**src/rtl/csma_tx_pkg.sv**
```systemverilog
package csma_tx_pkg;

    typedef enum logic [2:0] {
        ST_IDLE,
        ST_DEFER,
        ST_SEND,
        ST_JAM,
        ST_BACKOFF,
        ST_GAP
    } tx_state_t;

    localparam logic [3:0] JAM_NIBBLE = 4'h5;

endpackage

```
**src/rtl/csma_lfsr.sv**
```systemverilog
module csma_lfsr #(
    parameter int             W    = 16,
    parameter logic [W-1:0]   TAPS = 16'hB400,
    parameter logic [W-1:0]   SEED = 16'hACE1
) (
    input  logic         clk,
    input  logic         rst_n,
    output logic [W-1:0] value
);

    logic [W-1:0] reg_q;

    // Galois form, shifting right; the feedback is the bit that leaves.
    always_ff @(posedge clk or negedge rst_n) begin
        if (!rst_n)
            reg_q <= SEED;
        else if (reg_q[0])
            reg_q <= (reg_q >> 1) ^ TAPS;
        else
            reg_q <= reg_q >> 1;
    end

    assign value = reg_q;

endmodule

```
**src/rtl/csma_backoff_pick.sv**
```systemverilog
module csma_backoff_pick #(
    parameter int BO_CAP   = 10,
    parameter int SLOT_NIB = 128,
    parameter int CW       = 5,
    parameter int BO_W     = BO_CAP + $clog2(SLOT_NIB) + 1
) (
    input  logic [BO_CAP-1:0] rand_bits,
    input  logic [CW-1:0]     coll_n,
    output logic [BO_W-1:0]   wait_cycles
);

    logic [CW-1:0]     exp_k;
    logic [BO_CAP-1:0] one_sh;
    logic [BO_CAP-1:0] mask;
    logic [BO_CAP-1:0] slots;

    // Truncated exponent: the range stops growing at BO_CAP.
    always_comb begin
        exp_k = (coll_n > CW'(BO_CAP)) ? CW'(BO_CAP) : coll_n;
    end

    // A shift of BO_CAP wraps to zero, so the mask becomes all ones.
    assign one_sh      = {{(BO_CAP-1){1'b0}}, 1'b1} << exp_k;
    assign mask        = one_sh - {{(BO_CAP-1){1'b0}}, 1'b1};
    assign slots       = rand_bits & mask;
    assign wait_cycles = BO_W'(slots) * BO_W'(SLOT_NIB);

endmodule

```
**src/rtl/csma_carrier_watch.sv**
```systemverilog
module csma_carrier_watch #(
    parameter int SLOT_NIB = 128,
    parameter int WW       = $clog2(SLOT_NIB + 1)
) (
    input  logic clk,
    input  logic rst_n,
    input  logic active,
    input  logic crs_seen_in,
    output logic carrier_ok
);

    logic [WW-1:0] win_q;
    logic          seen_q;
    logic          in_window;

    assign in_window = active && (win_q < WW'(SLOT_NIB));

    always_ff @(posedge clk or negedge rst_n) begin
        if (!rst_n) begin
            win_q  <= '0;
            seen_q <= 1'b0;
        end else if (!active) begin
            win_q  <= '0;
            seen_q <= 1'b0;
        end else begin
            if (in_window)
                win_q <= win_q + 1'b1;
            if (in_window && crs_seen_in)
                seen_q <= 1'b1;
        end
    end

    // Includes the current cycle so that a frame ending now is judged in full.
    assign carrier_ok = seen_q || (in_window && crs_seen_in);

endmodule

```
**src/rtl/csma_tx_ctrl.sv**
```systemverilog
module csma_tx_ctrl
    import csma_tx_pkg::*;
#(
    parameter int LEN_W     = 11,
    parameter int SLOT_NIB  = 128,
    parameter int IFG_NIB   = 24,
    parameter int JAM_NIB   = 8,
    parameter int MAX_TRIES = 16,
    parameter int BO_CAP    = 10,
    localparam int CW       = $clog2(MAX_TRIES + 1)
) (
    input  logic             clk,
    input  logic             rst_n,
    input  logic             full_duplex,
    input  logic             frame_go,
    input  logic [LEN_W-1:0] frame_len,
    output logic [LEN_W-1:0] rd_idx,
    input  logic [7:0]       rd_byte,
    input  logic             crs,
    input  logic             col,
    output logic             tx_en,
    output logic [3:0]       txd,
    output logic             done,
    output logic             st_lost,
    output logic             st_excess,
    output logic [CW-1:0]    st_colls
);

    localparam int NIB_W = LEN_W + 1;
    localparam int JW    = (JAM_NIB > 1) ? $clog2(JAM_NIB) : 1;
    localparam int GW    = $clog2(IFG_NIB + 1);
    localparam int BO_W  = BO_CAP + $clog2(SLOT_NIB) + 1;

    tx_state_t state, nxt;

    logic [LEN_W-1:0] len_q;
    logic [NIB_W-1:0] nib_q;
    logic [NIB_W-1:0] last_nib;
    logic [JW-1:0]    jam_q;
    logic [GW-1:0]    gap_q;
    logic [BO_W-1:0]  bo_q;
    logic [CW-1:0]    colls_q;
    logic [15:0]      rnd;
    logic [BO_W-1:0]  bo_load;
    logic             col_hit;
    logic             line_clear;
    logic             nib_end;
    logic             jam_end;
    logic             gap_end;
    logic             carrier_ok;

    assign col_hit    = col && !full_duplex;
    assign line_clear = full_duplex || !crs;
    assign last_nib   = {len_q, 1'b0} - NIB_W'(1);
    assign nib_end    = (nib_q == last_nib);
    assign jam_end    = (jam_q == JW'(JAM_NIB - 1));
    assign gap_end    = (gap_q == GW'(IFG_NIB - 1));
    assign rd_idx     = nib_q[NIB_W-1:1];

    csma_lfsr #(
        .W    (16),
        .TAPS (16'hB400),
        .SEED (16'hACE1)
    ) u_rng (
        .clk   (clk),
        .rst_n (rst_n),
        .value (rnd)
    );

    csma_backoff_pick #(
        .BO_CAP   (BO_CAP),
        .SLOT_NIB (SLOT_NIB),
        .CW       (CW),
        .BO_W     (BO_W)
    ) u_pick (
        .rand_bits   (rnd[BO_CAP-1:0]),
        .coll_n      (colls_q),
        .wait_cycles (bo_load)
    );

    csma_carrier_watch #(
        .SLOT_NIB (SLOT_NIB)
    ) u_crs (
        .clk         (clk),
        .rst_n       (rst_n),
        .active      (state == ST_SEND),
        .crs_seen_in (crs && !full_duplex),
        .carrier_ok  (carrier_ok)
    );

    // State register
    always_ff @(posedge clk or negedge rst_n) begin
        if (!rst_n)
            state <= ST_IDLE;
        else
            state <= nxt;
    end

    // Next state
    always_comb begin
        nxt = state;
        unique case (state)
            ST_IDLE:    if (frame_go)   nxt = ST_DEFER;
            ST_DEFER:   if (line_clear) nxt = ST_SEND;
            ST_SEND: begin
                if (col_hit)      nxt = ST_JAM;
                else if (nib_end) nxt = ST_GAP;
            end
            ST_JAM: begin
                if (jam_end)
                    nxt = (colls_q == CW'(MAX_TRIES)) ? ST_GAP : ST_BACKOFF;
            end
            ST_BACKOFF: if (bo_q == '0) nxt = ST_DEFER;
            ST_GAP:     if (gap_end)    nxt = ST_IDLE;
            default:    nxt = ST_IDLE;
        endcase
    end

    // Outputs toward the line
    always_comb begin
        tx_en = 1'b0;
        txd   = 4'h0;
        unique case (state)
            ST_SEND: begin
                tx_en = 1'b1;
                txd   = nib_q[0] ? rd_byte[7:4] : rd_byte[3:0];
            end
            ST_JAM: begin
                tx_en = 1'b1;
                txd   = JAM_NIBBLE;
            end
            default: begin
                tx_en = 1'b0;
                txd   = 4'h0;
            end
        endcase
    end

    // Counters for the frame, the jam, the backoff and the gap
    always_ff @(posedge clk or negedge rst_n) begin
        if (!rst_n) begin
            len_q   <= '0;
            nib_q   <= '0;
            jam_q   <= '0;
            gap_q   <= '0;
            bo_q    <= '0;
            colls_q <= '0;
        end else begin
            if (state == ST_IDLE && frame_go) begin
                len_q   <= frame_len;
                colls_q <= '0;
            end
            if (state == ST_DEFER)
                nib_q <= '0;
            else if (state == ST_SEND && !col_hit && !nib_end)
                nib_q <= nib_q + NIB_W'(1);
            if (state == ST_SEND && col_hit)
                colls_q <= colls_q + CW'(1);
            if (state == ST_JAM)
                jam_q <= jam_end ? '0 : jam_q + JW'(1);
            else
                jam_q <= '0;
            if (state == ST_JAM && jam_end)
                bo_q <= bo_load;
            else if (state == ST_BACKOFF && bo_q != '0)
                bo_q <= bo_q - BO_W'(1);
            if (state == ST_GAP)
                gap_q <= gap_q + GW'(1);
            else
                gap_q <= '0;
        end
    end

    // Frame status, latched on entry to the gap
    always_ff @(posedge clk or negedge rst_n) begin
        if (!rst_n) begin
            st_lost   <= 1'b0;
            st_excess <= 1'b0;
            st_colls  <= '0;
            done      <= 1'b0;
        end else begin
            done <= (state == ST_GAP) && gap_end;
            if (state == ST_SEND && !col_hit && nib_end) begin
                st_lost   <= !full_duplex && !carrier_ok;
                st_excess <= 1'b0;
                st_colls  <= colls_q;
            end else if (state == ST_JAM && jam_end && colls_q == CW'(MAX_TRIES)) begin
                st_lost   <= 1'b0;
                st_excess <= 1'b1;
                st_colls  <= colls_q;
            end
        end
    end

endmodule

```
**config.mk**
```make
export PLATFORM = sky130hd
export DESIGN_NAME = csma_tx_ctrl
export DESIGN_NICKNAME = d
export VERILOG_FILES = /design/src/rtl/csma_tx_pkg.sv /design/src/rtl/csma_lfsr.sv /design/src/rtl/csma_backoff_pick.sv /design/src/rtl/csma_carrier_watch.sv /design/src/rtl/csma_tx_ctrl.sv
export SDC_FILE = /design/constraint.sdc
export NUM_CORES = 1
export LEC_CHECK = 0
export ABC_CLOCK_PERIOD_IN_PS = 5000
export BUFFER_PORTS_ARGS = -buffer_cell sky130_fd_sc_hd__buf_4
export CAP_MARGIN = 10
export CORE_AREA = 2 2 103 105
export CTS_CLUSTER_DIAMETER = 50
export DETAILED_ROUTE_END_ITERATION = 8
export DIE_AREA = 0 0 105 107
export HOLD_SLACK_MARGIN = 0.06
export PLACE_DENSITY = 0.73
export SLEW_MARGIN = 25
export SYNTH_ARGS = -nofsm -noshare
export SYNTH_HDL_FRONTEND = slang
export SYNTH_SLANG_ARGS = --single-unit
```
**constraint.sdc**
```tcl
create_clock -name clk -period 5 [get_ports clk]
set_clock_uncertainty 0.1 [all_clocks]
set_input_delay 1.5 -clock clk [delete_from_list [all_inputs] [get_ports clk]]
set_output_delay 1.5 -clock clk [all_outputs]
set_load 0.05 [all_outputs]
```
==> summary.txt, run 1 <==
Worst hold path
  • Worst min path class: reg2reg

STA
  • Worst Tran Pin Value: 920 ps
  • Max Slew Vio Count: 0
  • Hold Fails Final Rpt: 0
  • RSZ-0062 raised after global routing: no
  • Final worst path period share: 0.763
  • Final Setup Violations: 0
  • Crit path time final: 3810 ps
  • Relative slew slack: 0.386
  • Final setup TNS: 0 ps
  • Worst Hold Slack: 260 ps
  • Achievable frequency: 0.262 GHz

Placement
  • PortBufs: 48
  • DP Wirelength: 6880 µm
  • Placed cell count: 640
  • GPL Wtd Cong: 0.835

Clock network
  • CTS Root Cell: clkbuf_8
  • # clock sinks: 90
  • Post-cts resize count: 0
  • H-tree depth: 3
  • CTS tree: yes
  • Worst-Skew Late Latency: 360 ps
  • Post-CTS Setup Bufs: 0
  • Clk slew on worst S/H paths: 100 ps
  • CTS max path bufs: 2
  • Cts hold-fix bufs: 0
  • Total CTS buffers: 9

Floorplan
  • DIE AREA: 11200 µm²
  • Core Box Area: 10100 µm²
  • Starting density of the core: 0.473
  • Die Wd: 105 µm
  • Standard-cell row count: 37
  • # IOs: 49
  • Die Height: 107 µm

GRT
  • Initial antenna violation count: 0
  • Vias in the first global route: 3536
  • Gr ovfl total: 0
  • Gr busiest metal: met2
  • Largest net degree at the start of global routing: 65
  • Total GRT Usage: 0.183
  • Met2 usage: 0.294
  • First-pass GRT wire length: 16700 µm
  • Met1 usage in global routing: 0.247
  • Fraction of met3 tracks used by global routing: 0.0419

Critical path
  • WP buf/inv: 2
  • CP peak stage delay: 230 ps
  • CP startpoint kind: input port
  • Cell family with most CP delay: buffers and inverters
  • CP Capture Type: primary output
  • CP Cell Sequence: buf_4, nor2b_1, a211oi_1, nor2_1, buf_4
  • CP Class: in2out
  • CP max FO: 1
  • Most used cell, CP: buf_4
  • CP Data Required Time: 3400 ps
  • Crit-path slowest cell: a211oi_1
  • CP arrival: 2210 ps

Drt
  • Vias: 3698
  • Post-DR wirelength/cell: 14.8 µm
  • Post-route ant nets: 0
  • Final WL: 9740 µm
  • Drt pass-1 iters: 4
  • Vias per inst: 5.64
  • Initial drt markers: 177
  • Drc violations: 0

Finish
  • Layout cells sized above 1: 0.185
  • Finished Core Util: 0.528
  • Post-Layout Cell Count: 656
  • Antenna diodes: 0
  • Post-layout nets: 550
  • Area grow syn2layout: 11.5%

Logic synthesis
  • Mapped cell area: 4770 µm²
  • Top-count cell post-synth: dfrtp_1
  • Ys Warns: 0
  • Unique masters post-synth: 54
  • Sequential-to-total area share from yosys stat: 0.474
  • Post-synth top area share: 0.430
  • Area leader, netlist: dfrtp_1
  • EDFF count, synth: 0
  • Asr flop ratio synth: 1.00
  • Area contributors post-synth: dfrtp_1, dfstp_2, xor2_1
  • Post-synth top flop: dfrtp_1
  • Post-synth top cells: dfrtp_1, nor2_1, nand2_1
  • Synthesized flop and latch total: 90
  • Cells after synthesis: 487
  • Synthesized net count: 522
  • Syn avg cell area: 9.80 µm²

Job
  • Max_cap viols: 0

Power and ir drop
  • PwrDens: 460 nW/µm²
  • Clk pwr share: 0.180
  • Peak supply drop: 0.236 mV
  • NetSw: 1000 µW
  • Seq pwr share: 0.446
  • Switching share of power: 0.410
  • Logic gate share of total power: 0.374
  • Leakage power: 0.00236 µW
  • Cell internal pwr: 1440 µW

Run status
  • Status: finished clean
==> cells by family (layout without fill, tap and decap cells) <==
group,after synthesis,in the layout,share of synthesized area
and+or+nand+nor,186,186,0.203
AOI/OAI and AO/OA,93,93,0.128
DFF,90,90,0.474
adders and majority gates,10,10,0.0262
muxes,21,21,0.0480
buffers and inverters,47,80,0.0474
xor gates and xnor gates,40,40,0.0734
==> final timing paths <==
check / start / end / slack, ps / cells after the start
min reg2reg: u_rng.value[12] / u_rng.value[11] / 260 / 0
max in group asynchronous: rst_n / u_rng.value[0] / 2790 / 2
min: u_rng.value[12] / u_rng.value[11] / 260 / 0
max reg2reg: len_q[0] / state[2] / 1580 / 9
min in group asynchronous: rst_n / nib_q[9] / 1130 / 1
max: rd_byte[0] / txd[0] / 1190 / 5
==> layout by cell type (no fill, tap or decap), types with 9 or more instances in the layout <==
master / instances
dfrtp_1: 82
buf_4: 50
nor2_1: 41
nand2_1: 31
nand3_1: 26
o21ai_0: 25
a21oi_1: 22
xor2_1: 21
xnor2_1: 19
nor3_1: 17
mux2_2: 15
inv_1: 14
or3_1: 11
o31ai_1: 11
nand2b_1: 10
ha_1: 10
and3_1: 9
clkbuf_8: 9
==> routing by layer <==
layer | part of all wire | up-vias
li1 | - | 1798
met1 | 0.48 | 1819
met2 | 0.47 | 69
met3 | 0.033 | 12
met4 | 0.016 | 0
met5 | 0 | -
==> power by group through the flow <==
| stage | logic, µW | registers (µW) | clock network, µW |
|---|---|---|---|
| after floorplan | 793 | 991 | 0 |
| after global placement | 873 | 1090 | 0 |
| after detailed placement | 905 | 1100 | 0 |
| after CTS | 910 | 1090 | 458 |
| after global routing | 1020 | 1120 | 483 |
| final | 914 | 1090 | 441 |
==> final cells by class <==
type | instances | area [µm²]
clock buffer | 11 | 131
inverter | 14 | 52.6
fill | 937 | 4770
clock inverter | 5 | 41.3
multi-input combinational | 350 | 2290
sequential | 90 | 2260
timing repair buffer | 50 | 375
tap | 136 | 170
==> per-stage QoR <==
stage                     setup slack (ps)  total power [µW]  area (µm²)
after global routing                  1090              2630        5320
after global placement                1220              1960        5150
final                                 1190              2450        5320
after CTS                             1170              2460        5320
after floorplan                       1070              1780        4770
after detailed placement              1170              2010        5150
==> sequential cells by signal (all words and copies together), names as in the netlist, 5 cells and up <==
| register | cells |
|---|---|
| bo_q | 18 |
| u_rng.value | 16 |
| nib_q | 12 |
| len_q | 11 |
| u_crs.win_q | 8 |
| colls_q | 5 |
| gap_q | 5 |
| st_colls | 5 |
Power figures use the tool's default switching activity.
==> run 2: changes to the inputs <==
--- a/config.mk
+++ b/config.mk
@@ -5,13 +5,14 @@
 export SDC_FILE = /design/constraint.sdc
 export NUM_CORES = 1
 export LEC_CHECK = 0
-export ABC_CLOCK_PERIOD_IN_PS = 5000
+export ABC_AREA = 1
+export ABC_CLOCK_PERIOD_IN_PS = 3700
 export BUFFER_PORTS_ARGS = -buffer_cell sky130_fd_sc_hd__buf_4
 export CAP_MARGIN = 10
-export CORE_AREA = 2 2 103 105
+export CORE_AREA = 2 2 106 108
 export CTS_CLUSTER_DIAMETER = 50
 export DETAILED_ROUTE_END_ITERATION = 8
-export DIE_AREA = 0 0 105 107
+export DIE_AREA = 0 0 108 110
 export HOLD_SLACK_MARGIN = 0.06
 export PLACE_DENSITY = 0.73
 export SLEW_MARGIN = 25
==> constraint.sdc (replaced) <==
create_clock -name clk -period 3.7 [get_ports clk]
set_clock_uncertainty 0.1 [all_clocks]
set_input_delay 1.11 -clock clk [delete_from_list [all_inputs] [get_ports clk]]
set_output_delay 1.11 -clock clk [all_outputs]
set_load 0.05 [all_outputs]
==> run 2 against run 1 <==
  * Via count up 18%
  * Register-to-register slack got worse by 390 ps
  * Core utilization increased by 0.73 points
==> summary.txt, run 2 <==
Run status
  • Status: finished clean

Logic synthesis
  • Post-synth top flop: dfrtp_1
  • Sequential-to-total area share from yosys stat: 0.445 (-0.0291)
  • Asr flop ratio synth: 1.00 (unchanged)
  • Unique masters post-synth: 39 (-28%)
  • Area contributors post-synth: dfrtp_1, nand2_1, nand3_1
  • Top-count cell post-synth: nand2_1
  • Synthesized net count: 699 (+34%)
  • Post-synth top area share: 0.403 (-0.0264)
  • Cells after synthesis: 663 (+36%)
  • Syn avg cell area: 7.67 µm² (-22%)
  • Synthesized flop and latch total: 90 (unchanged)
  • Ys Warns: 0 (unchanged)
  • EDFF count, synth: 0 (unchanged)
  • Area leader, netlist: dfrtp_1
  • Post-synth top cells: nand2_1, dfrtp_1, nor2_1
  • Mapped cell area: 5090 µm² (+6.6%)

STA
  • Worst Tran Pin Value: 679 ps (-242 ps)
  • Relative slew slack: 0.547 (+0.161)
  • Final setup TNS: 0 ps (unchanged)
  • Hold Fails Final Rpt: 0 (unchanged)
  • Achievable frequency: 0.335 GHz
  • Max Slew Vio Count: 0 (unchanged)
  • Crit path time final: 2990 ps
  • Final worst path period share: 0.807
  • Final setup margin: 713 ps (-473 ps)
  • Final Setup Violations: 0 (unchanged)
  • RSZ-0062 raised after global routing: no

Critical path
  • CP startpoint kind: register
  • CP Cell Sequence: nor3_2, inv_1, o21ai_0, buf_4
  • CP peak stage delay: 450 ps (+220 ps)
  • CP Class: reg2out
  • CP Capture Type: primary output
  • CP arrival: 1780 ps (-430 ps)
  • Cell family with most CP delay: buffers and inverters
  • WP buf/inv: 2 (unchanged)
  • CP Data Required Time: 2490 ps (-910 ps)
  • CP max FO: 13 (+12)
  • R2r setup slk: 1190 ps (-390 ps)
  • Crit-path slowest cell: dfrtp_1

Power and ir drop
  • NetSw: 1210 µW (+21%)
  • Logic gate share of total power: 0.351 (-0.023)
  • Seq pwr share: 0.402 (-0.044)
  • PwrDens: 533 nW/µm² (+16%)
  • Leakage power: 0.00290 µW (+23%)
  • Peak supply drop: 0.291 mV (+23%)
  • Switching share of power: 0.397 (-0.0129)
  • Design Power: 3050 µW (+25%)
  • Clk pwr share: 0.247 (+0.067)
  • Cell internal pwr: 1840 µW (+27%)

GRT
  • Vias in the first global route: 4075 (+15%)
  • First-pass GRT wire length: 18600 µm (+11%)
  • Total GRT Usage: 0.197 (+0.0140)
  • Initial antenna violation count: 0 (unchanged)
  • Gr ovfl total: 0 (unchanged)
  • Largest net degree at the start of global routing: 53 (-18%)

Finish
  • # fillers: 1004 (+7.2%)
  • Area grow syn2layout: 12.5%
  • Antenna diodes: 0 (unchanged)
  • Post-layout nets: 737 (+34%)
  • Most common cell after layout, fill and taps aside: nand2_1
  • Most frequent cells in the layout: nand2_1, dfrtp_1, nor2_1
  • Reg with most FFs: bo_q
  • Layout cells sized above 1: 0.137 (-0.0472)
  • Multi-input gate area: 2390 µm² (+4.5%)
  • Number of flip-flops in the largest register: 18 (unchanged)
  • Sequential cell area: 2260 µm² (unchanged)
  • Finished Core Util: 0.535 (+0.00733)

Placement
  • GPL Wtd Cong: 0.903 (+8.1%)
  • DP Wirelength: 8270 µm (+20%)
  • Pre-CTS setup slack: 867 ps (-303 ps)
  • PortBufs: 48 (unchanged)

Drt
  • Post-route ant nets: 0 (unchanged)
  • Drt pass-1 iters: 5 (+1)
  • Post-DR wirelength/cell: 13.3 µm (-11%)
  • Vias per inst: 5.16 (-8.5%)
  • Drc violations: 0 (unchanged)
  • Initial drt markers: 277 (+56%)
  • Final WL: 11200 µm (+15%)
  • Vias: 4366 (+18%)

Clock network
  • Post-CTS Setup Bufs: 0 (unchanged)
  • Worst-Skew Late Latency: 360 ps (about the same)
  • Total CTS buffers: 9 (unchanged)
  • H-tree depth: 3 (unchanged)
  • CTS tree: yes
  • CTS max path bufs: 2 (unchanged)
  • # clock sinks: 90 (unchanged)
  • Cts hold-fix bufs: 0 (unchanged)
  • CTS Root Cell: clkbuf_8
  • Post-cts resize count: 0 (unchanged)
  • Clk slew on worst S/H paths: 80 ps (-20 ps)

Floorplan
  • Die Height: 110 µm (+2.8%)
  • Standard-cell row count: 38 (+2.7%)
  • Starting density of the core: 0.475 (+0.00247)
  • DIE AREA: 11900 µm² (+5.7%)
  • Die Wd: 108 µm (+2.9%)
  • # IOs: 49 (unchanged)
  • Core Box Area: 10700 µm² (+6.0%)

Worst hold path
  • Worst min path class: reg2reg

Job
  • Max_cap viols: 0 (unchanged)
[run 2: changes by cell type after synthesis, moves of 9 or more]
cell / delta
clkbuf_1: -14
inv_1: +53
mux2_2: -15
nand2_1: +139
nand2b_1: -10
nand3_1: +34
nor2_1: +34
o21ai_0: +9
o31ai_1: -10
or3_1: -11
xnor2_1: -14
[run 2: final timing paths]
path / cells after the start / to / from
setup / recovery: 4 / txd[2] / state[2]
hold / removal: 0 / u_rng.value[11] / u_rng.value[12]
setup reg to reg: 10 / bo_q[16] / bo_q[0]
hold reg to reg: 0 / u_rng.value[11] / u_rng.value[12]
max in group asynchronous: 2 / u_rng.value[0] / rst_n
min in group asynchronous: 1 / nib_q[4] / rst_n
[run 2: cells by family after synthesis]
kind of cell / Yosys count / share of synthesized area
adders and majority gates: 11 / 0.0271
and+or+nand+nor: 367 / 0.319
muxes: 2 / 0.00394
AOI/OAI and AO/OA: 69 / 0.0738
xor gates and xnor gates: 27 / 0.0465
buffers and inverters: 97 / 0.0846
DFF: 90 / 0.445
[run 2: layout make-up]
type	count	area share
inverters	73	0.0479
multi-input cells	476	0.418
flip-flops and latches	90	0.395
repair buffers	51	0.0691
clock inverters	4	0.0133
well taps	140	0.0306
clock buffers	12	0.0254
[run 2: stage by stage]
step                instance area, µm²  cells  hold WS, ps
floorplan                         5090    663          233
global placement                  5500    830          237
detailed placement                5500    830          250
CTS                               5720    846          263
global route                      5720    846          275
finish                            5720    846          258
[run 2: power groups by stage]
stage	sequential (µW)	clock [µW]	combinational (µW)
floorplan	1200	0	837
global placement	1240	0	1030
detailed placement	1240	0	1060
CTS	1230	763	1070
global route	1240	807	1210
finish	1230	752	1070
[run 2: worst register-to-register path, cell delays in order, from the launching register on]
cell	delay (ps)
dfrtp_1	370
inv_1	100
ha_1	210
nand3_1	110
nor2_1	290
nand4_1	140
nand2_1	280
nand2_1	390
inv_2	240
a31oi_1	60
a22oi_1	160
[run 2: layer usage]
metal	wire length, µm	vias up	part of all wire	track usage
met5	0	-	0	0
li1	-	2205	-	-
met3	380	17	0.034	0.0253
met2	5610	94	0.50	0.354
met1	4990	2050	0.45	0.244
met4	223	0	0.020	0.0678
